[config.mk]
export PLATFORM = sky130hd
export DESIGN_NAME = pwm10_db
export DESIGN_NICKNAME = d
export VERILOG_FILES = /design/src/rtl/pwm10_pkg.sv /design/src/rtl/pwm10_regs.sv /design/src/rtl/pwm10_timebase.sv /design/src/rtl/pwm10_outstage.sv /design/src/rtl/pwm10_db.sv
export SDC_FILE = /design/constraint.sdc
export NUM_CORES = 1
export LEC_CHECK = 0
export CORE_ASPECT_RATIO = 1.25
export CORE_MARGIN = 2
export CORE_UTILIZATION = 45
export CTS_BUF_LIST = sky130_fd_sc_hd__clkbuf_4 sky130_fd_sc_hd__clkbuf_8
export DETAILED_ROUTE_END_ITERATION = 16
export PLACE_DENSITY = 0.74
export SLEW_MARGIN = 20
export SYNTH_ARGS = -nofsm -noshare
export SYNTH_HDL_FRONTEND = slang
export SYNTH_SLANG_ARGS = --single-unit
export TNS_END_PERCENT = 30
[constraint.sdc]
create_clock -name clk -period 3.02 [get_ports clk]
set_input_delay 0.906 -clock clk [delete_from_list [all_inputs] [get_ports clk]]
set_output_delay 0.906 -clock clk [all_outputs]
set_load 0.01 [all_outputs]
[src/rtl/pwm10_pkg.sv]
package pwm10_pkg;

    localparam int TMR_W  = 8;
    localparam int SUB_W  = 2;
    localparam int TB_W   = TMR_W + SUB_W;
    localparam int PRE_W  = 4;
    localparam int ADDR_W = 2;
    localparam int WD_W   = 8;

    typedef enum logic [ADDR_W-1:0] {
        REG_PERIOD   = 2'd0,
        REG_DUTY_HI  = 2'd1,
        REG_CTRL     = 2'd2,
        REG_DUTY_ACT = 2'd3
    } reg_sel_e;

    typedef enum logic [1:0] {
        PS_DIV1   = 2'd0,
        PS_DIV4   = 2'd1,
        PS_DIV16A = 2'd2,
        PS_DIV16B = 2'd3
    } presc_e;

    typedef struct packed {
        logic             enable;
        presc_e           presc;
        logic [SUB_W-1:0] duty_lo;
    } ctrl_t;

    localparam int CTRL_W = $bits(ctrl_t);

    // Last prescaler count before a time-base step.
    function automatic logic [PRE_W-1:0] presc_last(presc_e sel);
        case (sel)
            PS_DIV1: return PRE_W'(0);
            PS_DIV4: return PRE_W'(3);
            default: return PRE_W'(15);
        endcase
    endfunction

endpackage

[src/rtl/pwm10_regs.sv]
module pwm10_regs
    import pwm10_pkg::*;
(
    input  logic              clk,
    input  logic              rst,
    input  logic              we,
    input  logic [ADDR_W-1:0] addr,
    input  logic [WD_W-1:0]   wdata,
    input  logic [TB_W-1:0]   act_duty,
    output logic [TMR_W-1:0]  period,
    output logic [TB_W-1:0]   duty_buf,
    output ctrl_t             ctrl,
    output logic [TB_W-1:0]   rdata
);

    logic [TMR_W-1:0] period_q;
    logic [TMR_W-1:0] duty_hi_q;
    ctrl_t            ctrl_q;

    always_ff @(posedge clk) begin
        if (rst) begin
            period_q  <= '0;
            duty_hi_q <= '0;
            ctrl_q    <= '0;
        end else if (we) begin
            case (reg_sel_e'(addr))
                REG_PERIOD:  period_q  <= wdata[TMR_W-1:0];
                REG_DUTY_HI: duty_hi_q <= wdata[TMR_W-1:0];
                REG_CTRL:    ctrl_q    <= ctrl_t'(wdata[CTRL_W-1:0]);
                default:     ;
            endcase
        end
    end

    assign period   = period_q;
    assign duty_buf = {duty_hi_q, ctrl_q.duty_lo};
    assign ctrl     = ctrl_q;

    always_comb begin
        case (reg_sel_e'(addr))
            REG_PERIOD:  rdata = TB_W'(period_q);
            REG_DUTY_HI: rdata = TB_W'(duty_hi_q);
            REG_CTRL:    rdata = TB_W'(ctrl_q);
            default:     rdata = act_duty;
        endcase
    end

    AST_PERIOD_WRITE: assert property (@(posedge clk) disable iff (rst)
        (we && addr == REG_PERIOD) |=> period == $past(wdata[TMR_W-1:0]));

endmodule

[src/rtl/pwm10_timebase.sv]
module pwm10_timebase
    import pwm10_pkg::*;
(
    input  logic             clk,
    input  logic             rst,
    input  logic             en,
    input  logic [TMR_W-1:0] period,
    input  presc_e           presc,
    output logic             wrap,
    output logic             step,
    output logic [TB_W-1:0]  tb,
    output logic [TB_W-1:0]  tb_next
);

    logic [PRE_W-1:0] pre_q;
    logic [TMR_W-1:0] tmr_q;
    logic [SUB_W-1:0] sub_q;
    logic             run_q;
    logic             pre_done;
    logic             last_step;

    assign pre_done  = (pre_q >= presc_last(presc));
    assign last_step = pre_done && (sub_q == '1) && (tmr_q >= period);
    assign wrap      = en && (!run_q || last_step);
    assign step      = en && run_q && pre_done;
    assign tb        = {tmr_q, sub_q};
    assign tb_next   = tb + TB_W'(1);

    always_ff @(posedge clk) begin
        if (rst || !en) begin
            pre_q <= '0;
            tmr_q <= '0;
            sub_q <= '0;
            run_q <= 1'b0;
        end else if (wrap) begin
            pre_q <= '0;
            tmr_q <= '0;
            sub_q <= '0;
            run_q <= 1'b1;
        end else if (pre_done) begin
            pre_q <= '0;
            {tmr_q, sub_q} <= tb_next;
        end else begin
            pre_q <= pre_q + PRE_W'(1);
        end
    end

    AST_TB_ZERO_AFTER_WRAP: assert property (@(posedge clk) disable iff (rst)
        wrap |=> tb == '0);

    AST_TB_HELD_OFF: assert property (@(posedge clk) disable iff (rst)
        !en |=> tb == '0);

endmodule

[src/rtl/pwm10_outstage.sv]
module pwm10_outstage
    import pwm10_pkg::*;
(
    input  logic            clk,
    input  logic            rst,
    input  logic            en,
    input  logic            wrap,
    input  logic            step,
    input  logic [TB_W-1:0] tb_next,
    input  logic [TB_W-1:0] duty_buf,
    output logic [TB_W-1:0] act_duty,
    output logic            pwm
);

    logic [TB_W-1:0] act_q;
    logic            out_q;
    logic            duty_hit;

    assign duty_hit = step && (tb_next == act_q);

    always_ff @(posedge clk) begin
        if (rst) begin
            act_q <= '0;
            out_q <= 1'b0;
        end else if (!en) begin
            out_q <= 1'b0;
        end else if (wrap) begin
            act_q <= duty_buf;
            out_q <= (duty_buf != '0);
        end else if (duty_hit) begin
            out_q <= 1'b0;
        end
    end

    assign act_duty = act_q;
    assign pwm      = out_q;

    AST_ACT_STABLE: assert property (@(posedge clk) disable iff (rst)
        !wrap |=> $stable(act_duty));

    AST_ZERO_DUTY_LOW: assert property (@(posedge clk) disable iff (rst)
        (wrap && duty_buf == '0) |=> !pwm);

    AST_SET_AT_START: assert property (@(posedge clk) disable iff (rst)
        (wrap && duty_buf != '0) |=> pwm);

    AST_OFF_LOW: assert property (@(posedge clk) disable iff (rst)
        !en |=> !pwm);

endmodule

[src/rtl/pwm10_db.sv]
module pwm10_db
    import pwm10_pkg::*;
(
    input  logic              clk,
    input  logic              rst,
    input  logic              reg_we,
    input  logic [ADDR_W-1:0] reg_addr,
    input  logic [WD_W-1:0]   reg_wdata,
    output logic [TB_W-1:0]   reg_rdata,
    output logic              pwm_out
);

    logic [TMR_W-1:0] period;
    logic [TB_W-1:0]  duty_buf;
    logic [TB_W-1:0]  act_duty;
    ctrl_t            ctrl;
    logic             wrap;
    logic             step;
    logic [TB_W-1:0]  tb;
    logic [TB_W-1:0]  tb_next;

    pwm10_regs u_regs (
        .clk      (clk),
        .rst      (rst),
        .we       (reg_we),
        .addr     (reg_addr),
        .wdata    (reg_wdata),
        .act_duty (act_duty),
        .period   (period),
        .duty_buf (duty_buf),
        .ctrl     (ctrl),
        .rdata    (reg_rdata)
    );

    pwm10_timebase u_tb (
        .clk     (clk),
        .rst     (rst),
        .en      (ctrl.enable),
        .period  (period),
        .presc   (ctrl.presc),
        .wrap    (wrap),
        .step    (step),
        .tb      (tb),
        .tb_next (tb_next)
    );

    pwm10_outstage u_out (
        .clk      (clk),
        .rst      (rst),
        .en       (ctrl.enable),
        .wrap     (wrap),
        .step     (step),
        .tb_next  (tb_next),
        .duty_buf (duty_buf),
        .act_duty (act_duty),
        .pwm      (pwm_out)
    );

    AST_LOW_AT_TB_ZERO_IDLE: assert property (@(posedge clk) disable iff (rst)
        (wrap && act_duty == '0 && duty_buf == '0) |=> (tb == '0 && !pwm_out));

endmodule

==> metrics.md, run 1 <==
| Metric | Value |
|---|---|
| Status | completed |
| Worst Hold Depth | 1 |
| Bufs and invs on worst path | 2 |
| # Max-Cap Violations | 0 |
| Prevailing post-synth register cell | dfxtp_1 |
| Die Area | 6460 um2 |
| Leakage | 1.22 nW |
| Crit Path Class | in -> out |
| Number of synthesized flops with an enable pin | 0 |
| Num rows | 31 |
| Most frequent cells in the layout | 47 x nor2_1, 47 x dfxtp_1, 27 x mux2i_1 |
| CP Capture Type | primary output |
| Critical Path Start Type | primary input |
| Clock sink count | 47 |
| Synthesis Warnings | 0 |
| Die Y | 89.3 um |
| Worst r2r src | u_regs.ctrl[3] |
| 1st-iter DRT viols | 164 |
| I/O pin total | 24 |
| Cells after DPL | 375 |
| Number of CTS-inserted buffers | 5 |
| Fin util | 53.7% |
| Die span in x | 72.3 um |
| DR vias/cell | 5.36 |
| Clock skew | 0.00444 ns |
| Fin Setup TNS | 0 ns |
| Worst Hold Class | reg -> reg |
| Worst EP arrival | 1.96 ns |
| Cells after Synth | 291 |
| Fin cells | 385 |
| Syn Nets | 318 |
| FF-to-FF setup slack | 0.51 ns |
| R2R cell count | 9 |
| Area of the multi-input gates | 1570 um2 |
| Unrepaired setup endpoints after global routing | no |
| Drt drc | 0 |
| Crit path max-delay cell type | mux4_2 |
| CTS Hold Bufs | 0 |
| Via count | 2063 |
| RD Place Congestion | 0.853 |
| Share of cells above drive strength 1 | 10.7% |
| Clk buf depth | 2 |
| Worst hold start | u_tb.pre_q[0] |
| Crit Reg-Reg Endpoint | u_out.act_duty[5] |
| Asr flop ratio synth | 0% |
| I/O Buffers | 23 |
| Max FO, Critical Path | 3 |
| Clock-pin slew on the worst setup and hold paths | 0.09 ns |
| #FFs+latches synth | 47 |
| Largest net degree at the start of global routing | 42 |
| Crit-path cells | dlygate4sd2_1, mux4_2, clkdlybuf4s15_2 |
| Met1 usage | 23.9% |
| Tcrit/Tclk final | 94.8% |
| CTS tree | built |
| WP data required | 2.11 ns |
| Slew Limit Fails | 0 |
| Total GRT Usage | 20.0% |
| Clock Latency Late Sink | 0.30 ns |
| Crit path max-delay family | buffers and inverters |
| Post-synthesis cell type count | 40 |
| Post-route ant nets | 0 |
| VDD IR max | 0.289 mV |
| Vias in the first global route | 2086 |
| DRT Pass-1 Iters | 4 |
| Hold Path End | u_tb.pre_q[0] |
| Max stage delay on crit path | 0.52 ns |
| Diode count | 0 |
| Placed Instance Area | 2940 um2 |
| Fin area | 3060 um2 |
| Worst-Margin Slew | 0.668 ns |
| Met2 Usage GRT | 36.3% |
| Detailed Route WL | 5.89 mm |
| Starting density of the core | 46.0% |
| Post-synthesis sequential area ratio | 35.9% |
| Storage cell area | 941 um2 |
| Core outline area | 5700 um2 |
| Global-route wire length before repair | 9.95 mm |
| Root buf cell | clkbuf_8 |
| Final Hold Fails | 0 |
| Worst slew margin | 55.3% |
| Final min period | 2.86 ns |
| Top Usage Layer GRT | met2 |
| PwrDens | 378 nW/um2 |
| Total gr overflow | 0 |
| Routing usage on met3 | 3.38% |
| Synth Area per Inst | 9.01 um2 |
| Peak Freq | 349 MHz |
| Initial antenna violation count | 0 |
| Fillers | 521 |
| Finish-stage setup viols | 0 |
| Layout Nets | 345 |
| CTS H-Tree Depth | 2 |
| Tot Pwr | 0.00116 W |
| Drt wl/cell | 15.3 um |
| Area Growth Syn to Fin | 16.8% |
| Hpwl dp | 4.41 mm |
| Mapped Area | 2620 um2 |
-- report_power, final --
group	switching, W	internal [W]
Clock	0.000225	0.000166
Combinational	0.0000588	0.0000680
Sequential	0.0000102	0.000630
-- sequential cells by signal (all words and copies together) (netlist names) --
| register | cells |
|---|---|
| u_tb.tmr_q | 8 |
| u_regs.duty_hi_q | 8 |
| u_tb.sub_q | 2 |
| u_out.act_duty | 10 |
| u_tb.run_q | 1 |
| u_regs.ctrl | 5 |
| u_tb.pre_q | 4 |
| u_out.pwm | 1 |
| u_regs.period | 8 |
-- what timing repair did --
action,4_1_cts,5_1_grt
endpoints found under the setup margin,10,0
resized for setup,33,0
setup buffers,1,0
-- synthesized netlist by cell type (3+ instances only) --
| master | instances | area share (%) |
|---|---|---|
| mux2i_1 | 27 | 10 |
| ha_1 | 14 | 6.7 |
| nand4_1 | 4 | 0.95 |
| or3_1 | 3 | 0.72 |
| inv_1 | 14 | 2.0 |
| xor2_1 | 12 | 4.0 |
| mux4_2 | 5 | 4.3 |
| nand3_1 | 8 | 1.5 |
| a21oi_1 | 11 | 2.1 |
| clkbuf_1 | 10 | 1.4 |
| nor2_1 | 47 | 6.7 |
| and3_1 | 3 | 0.72 |
| or4_1 | 3 | 0.86 |
| xnor2_1 | 12 | 4.0 |
| nor3_1 | 4 | 0.76 |
| nand2_1 | 10 | 1.4 |
| dfxtp_1 | 47 | 36 |
| o21ai_0 | 8 | 1.5 |
| nand2b_1 | 23 | 5.5 |
-- metrics by stage --
stage / hold WS [ns] / worst slack [ns]
after floorplan: 0.430 / 0.173
after global placement: 0.449 / -0.427
after detailed placement: 0.450 / -0.428
after CTS: 0.471 / 0.142
after global routing: 0.506 / 0.103
final: 0.472 / 0.157
-- cell families after synthesis --
family	Yosys count	synth area share, %
AOI/OAI and AO/OA	32	8.64
xor gates and xnor gates	24	8.02
adders and majority gates	14	6.68
buffers and inverters	27	4.25
DFF	47	35.9
muxes	32	14.6
and+or+nand+nor	115	21.9
-- area by class of cell --
class | count | area share, %
Multi-Input combinational cell | 217 | 51.2
Sequential cell | 47 | 30.7
Timing Repair Buffer | 33 | 10.6
Tap cell | 66 | 2.70
Clock buffer | 5 | 2.25
Inverter | 14 | 1.72
Clock inverter | 3 | 0.776
-- per-layer routing --
metal  up-vias  share of wire (%)
met4         0                1.5
met2        34                 53
met5         -                  0
met3         8                2.4
li1       1056                  -
met1       965                 43
-- worst max path at each step --
stage / endpoint / start / cells past startpoint / slack [ns]
2_1_floorplan: reg_rdata[5] / reg_addr[0] / 4 / 0.17
3_3_place_gp: reg_rdata[0] / reg_addr[0] / 4 / -0.43
3_5_place_dp: reg_rdata[0] / reg_addr[0] / 4 / -0.43
6_report: reg_rdata[1] / reg_addr[1] / 3 / 0.16
5_1_grt: reg_rdata[6] / reg_addr[0] / 6 / 0.10
4_1_cts: reg_rdata[1] / reg_addr[1] / 3 / 0.14
(Power assumes the default switching activity.)
==> run 2, diff against run 1 <==
- SLEW_MARGIN: 20 -> not set
==> results of run 2 <==
Final layout, timing and power as in run 1 (identical DEF).
